[src/rtl/lrsc_monitor.sv]
module lrsc_monitor #(
  parameter int ADDR_W = 32,
  parameter int OFF_W  = 16
) (
  input  logic              clk,
  input  logic              rst_n,
  input  logic              op_valid,
  input  logic [1:0]        op_kind,
  input  logic [1:0]        st_size,
  input  logic [ADDR_W-1:0] base_addr,
  input  logic [OFF_W-1:0]  offset,
  input  logic [31:0]       st_data,
  output logic [ADDR_W-1:0] mem_addr,
  output logic [31:0]       mem_wdata,
  output logic              mem_we,
  output logic [3:0]        mem_be,
  output logic              sc_flag,
  output logic              resv_valid,
  output logic [ADDR_W-1:0] resv_addr
);
  localparam logic [1:0] K_LOAD = 2'd1;
  localparam logic [1:0] K_COND = 2'd2;
  localparam logic [1:0] K_PLAIN = 2'd3;

  logic [ADDR_W-1:0] eff;
  logic is_load, is_cond, is_plain, cond_hit, plain_hit;
  logic [3:0] plain_be;

  assign eff       = base_addr + {{(ADDR_W-OFF_W){offset[OFF_W-1]}}, offset};
  assign is_load   = op_valid && op_kind == K_LOAD;
  assign is_cond   = op_valid && op_kind == K_COND;
  assign is_plain  = op_valid && op_kind == K_PLAIN;
  assign cond_hit  = resv_valid && eff == resv_addr;
  assign plain_hit = resv_valid && {eff[ADDR_W-1:2], 2'b00} == resv_addr;

  always_comb begin
    case (st_size)
      2'd0:    plain_be = 4'b0001 << eff[1:0];
      2'd1:    plain_be = 4'b0011 << {eff[1], 1'b0};
      default: plain_be = 4'b1111;
    endcase
  end

  assign mem_addr  = eff;
  assign mem_wdata = st_data;
  assign mem_we    = is_plain || (is_cond && cond_hit);
  assign mem_be    = is_cond ? 4'b1111 : (is_plain ? plain_be : 4'b0000);

  always_ff @(posedge clk or negedge rst_n) begin
    if (!rst_n) begin
      resv_valid <= 1'b0;
      resv_addr  <= '0;
      sc_flag    <= 1'b0;
    end else begin
      if (is_cond) sc_flag <= cond_hit;
      if (is_load) begin
        resv_valid <= 1'b1;
        resv_addr  <= eff;
      end else if (is_cond || (is_plain && plain_hit)) begin
        resv_valid <= 1'b0;
      end
    end
  end

  a_r2_load_arms: assert property (@(posedge clk) disable iff (!rst_n)
    is_load |=> resv_valid && resv_addr == $past(mem_addr));
  a_r6_cond_disarms: assert property (@(posedge clk) disable iff (!rst_n)
    is_cond |=> !resv_valid);
  a_r5_write_means_success: assert property (@(posedge clk) disable iff (!rst_n)
    (is_cond && mem_we) |=> sc_flag);
  a_r4_unarmed_fails: assert property (@(posedge clk) disable iff (!rst_n)
    (is_cond && !resv_valid) |=> !sc_flag);
  a_r9_flag_holds: assert property (@(posedge clk) disable iff (!rst_n)
    !is_cond |=> $stable(sc_flag));
  a_r10_idle_quiet: assert property (@(posedge clk) disable iff (!rst_n)
    !op_valid |=> $stable(resv_valid) && $stable(resv_addr));
  a_r10_idle_no_write: assert property (@(posedge clk) disable iff (!rst_n)
    !op_valid |-> !mem_we);
  a_r7_miss_keeps: assert property (@(posedge clk) disable iff (!rst_n)
    (is_plain && {mem_addr[ADDR_W-1:2], 2'b00} != resv_addr) |=> $stable(resv_valid));
endmodule

[config.mk]
export PLATFORM = sky130hd
export DESIGN_NAME = lrsc_monitor
export DESIGN_NICKNAME = d
export VERILOG_FILES = /design/src/rtl/lrsc_monitor.sv
export SDC_FILE = /design/constraint.sdc
export NUM_CORES = 1
export LEC_CHECK = 0
export ABC_AREA = 1
export BUFFER_PORTS_ARGS = -buffer_cell sky130_fd_sc_hd__buf_2
export CAP_MARGIN = 25
export CORE_MARGIN = 8
export CORE_UTILIZATION = 51
export CTS_BUF_LIST = sky130_fd_sc_hd__clkbuf_16
export DETAILED_ROUTE_END_ITERATION = 16
export HOLD_SLACK_MARGIN = 0.03
export PLACE_DENSITY = 0.83
export SLEW_MARGIN = 20
export SYNTH_ARGS = -nofsm -noshare
export SYNTH_HDL_FRONTEND = slang
export SYNTH_SLANG_ARGS = --single-unit
[constraint.sdc]
create_clock -name clk -period 2.95 [get_ports clk]
set_clock_uncertainty 0.15 [all_clocks]
set_input_delay 0.295 -clock clk [delete_from_list [all_inputs] [get_ports clk]]
set_output_delay 0.295 -clock clk [all_outputs]
set_load 0.05 [all_outputs]
==> qor.csv <==
metric;value;unit
status;finished, violations left;
violated checks;negative setup slack;
min-delay worst type;input port to flop;
gpl congestion;0.967;
Post-DP HPWL;13.7;mm
sequential-to-total area share from yosys stat;0.169;
DRT antenna net count;0;
Initial DRT Pass Iterations;5;
final setup fails;1;
Port Buffers;125;
switching share of power;0.522;
worst-path maximum fanout;3;
n_diodes;0;
pre-CTS setup slack;-0.419;ns
Fmax;325;MHz
gr usage total;0.268;
Yosys warnings;0;
Synth Instances;863;
remaining routing DRC violations;0;
clock root cell;clkbuf_16;
Placed Cells;1196;
CTS H-tree depth;2;
WL/cell;17.8;um
# rows;36;
Pint;1.94;mW
Overflow after GRT;0;
critical path buffer and inverter count;4;
worst vdd ir;0.333;mV
Via Count;6748;
Post-Syn Area;0.00504;mm^2
CP delay by family, top;simple AND/OR/NAND/NOR gates;
Pwr Total;4.07;mW
fin area;0.00787;mm^2
Slew HR;0.366;
startpoint types;input port;
final std cells w/o fill;1219;
Hold Worst Slack;0.230;ns
Worst-Margin Slew;0.951;ns
area grow syn2layout;56.2;%
clk buf depth;2;
clk slew on worst S/H paths;0.06;ns
share of the synthesized area in the top cell type;0.238;
max-slew violation count;0;
fin nets;1204;
vias in the first global route;6276;
worst path arrival time;2.63;ns
Critical Path RT;2.51;ns
share of layout cells above drive strength 1;0.458;
clk sinks;34;
clock power share;0.184;
most frequent CP cell;nand2_2;
CP cell instances;buf_2 -> ha_4 -> buf_4 -> nand2_2 -> inv_1 -> nand2_1 -> nand2_1 -> nand2_1 -> nand2_1 -> nand2_2 -> nand3_4 -> nand2_4 -> nand2_4 -> nand2_2 -> nand2_2 -> nor2_2 -> nand2_2 -> nor2_4 -> nand3_2 -> nand2_4 -> buf_8;
Die Width;115;um
Static Leak;4.40;nW
full die area;0.0133;mm^2
drt total wl;21.7;mm
final hold violations;0;
RSZ-0062 raised after global routing;true;
PwrDens;517;mW/mm^2
period utilization;1.04;
die height;115;um
post-synth net total;982;
Tmin final;3.08;ns
IO Count;190;
CTS tree;done;
Psw;2.13;mW
Clock Latency Late Sink;0.29;ns
Mean Syn Cell Area;5.84;um^2
initial antenna violation count;0;
global-route wire length before repair;28.9;mm
top post-synthesis cells by area;nand2_1, dfrtp_1, inv_1;
largest net degree at the start of global routing;35;
Max Cap Viol;0;
Critical Path Sink Type;primary output;
Crit Path Class;input port to primary output;
synthesis-stage register bit count;34;
Sequential Power Share;0.162;
slowest CP cell;ha_4;
core outline area;0.00968;mm^2
placed cell areas;0.00655;mm^2
post-route setup slack;-0.128;ns
CP peak stage delay;0.25;ns
drt first-iter violations;563;
Combinational Power Share;0.654;
area leader, netlist;nand2_1;
Vias/cell;5.54;
post-synth cell types;34;
Initial Util;0.520;
CTS Buf Count;5;
## metal layers
metal | share of wire | track usage | vias to the layer above
met1 | 0.35 | 0.284 | 3121
met2 | 0.50 | 0.495 | 440
met5 | 0 | 0 | -
li1 | - | - | 3046
met3 | 0.088 | 0.0469 | 141
met4 | 0.066 | 0.140 | 0
## flip-flops by register name, summed over array words and instances (netlist names)
register    count
resv_addr      32
resv_valid      1
sc_flag         1
## cells in the mapped netlist (all sizes together)
library cell and instances:
and2 2, o21ai 33, o21bai 1, clkbuf 6
a21oi 23, nor3 9, or2 2, nand3 75
dfrtp 34, a21o 1, buf 32, xor2 15
clkinv 2, nand4 3, xnor3 3, inv 165
nor2 59, ha 31, nor4 2, fa 1
xnor2 4, nand3b 2, nand2 358
## cell usage in the layout, fill, tap and decap left out, drive strengths merged, types with 2 or more instances in the layout
cell,instances
bufinv,2
inv,165
nor4,2
clkinv,3
xnor2,4
and2,2
nand2,358
dfrtp,34
o21ai,33
clkbuf,6
nand3b,2
xor2,15
or2,2
nand3,75
buf,251
nand4,3
ha,31
nor3,9
a21oi,23
nor2,59
xnor3,3
## logic make-up after synthesis
family                   share of synthesized area
AO/OA/AOI/OAI                               0.0586
XOR/XNOR                                    0.0464
adder cells (fa/ha/maj)                     0.0809
buffers and inverters                        0.177
flip-flops                                   0.169
AND/OR/NAND/NOR                              0.469
## tightest hold or removal path, delay by kind of cell
| kind | cells | cell delay, ns |
|---|---|---|
| buffers and inverters | 2 | 0.17 |
| AND/OR/NAND/NOR | 3 | 0.18 |
## power by group through the flow
stage | clock [mW] | sequential, mW | combinational (mW)
final | 0.748 | 0.660 | 2.66
after global routing | 0.755 | 0.673 | 2.81
after CTS | 0.732 | 0.651 | 2.38
after detailed placement | 0 | 0.659 | 2.27
after global placement | 0 | 0.657 | 2.23
after floorplan | 0 | 1.01 | 1.30
## worst paths after layout
check	start	endpoint	slack, ns	depth (start not counted)
hold / removal	op_kind[0]	sc_flag$_DFFE_PN0P_	0.23	5
hold reg to reg	sc_flag$_DFFE_PN0P_	sc_flag$_DFFE_PN0P_	0.36	2
max in group asynchronous	rst_n	resv_addr[15]$_DFFE_PN0P_	1.52	2
setup reg to reg	resv_addr[10]$_DFFE_PN0P_	sc_flag$_DFFE_PN0P_	1.14	10
min in group asynchronous	rst_n	resv_addr[17]$_DFFE_PN0P_	0.54	2
setup / recovery	base_addr[11]	mem_we	-0.13	21
## timing repair
item,CTS,global route
gates cloned,0,1
hold buffers,1,0
buffers inserted,5,9
gates resized for setup,64,143
endpoints found under the setup margin,1,1
endpoints found under the hold margin,25,0
pin swaps,17,67
## cell type report
cell class                 instances  area (um^2)
clock inverter                     3         68.8
clock buffer                       5          125
tap                              133          166
timing repair buffer             253         1700
sequential                        34          851
multi-input combinational        624         4330
fill                             595         1810
inverter                         167          629
## stage by stage
stage	setup TNS [ns]	util
after floorplan	0	-
after global placement	-0.385	0.676
after detailed placement	-0.419	0.676
after CTS	0	0.739
after global routing	-0.283	0.813
final	-0.128	0.813
(Power assumes the default switching activity.)
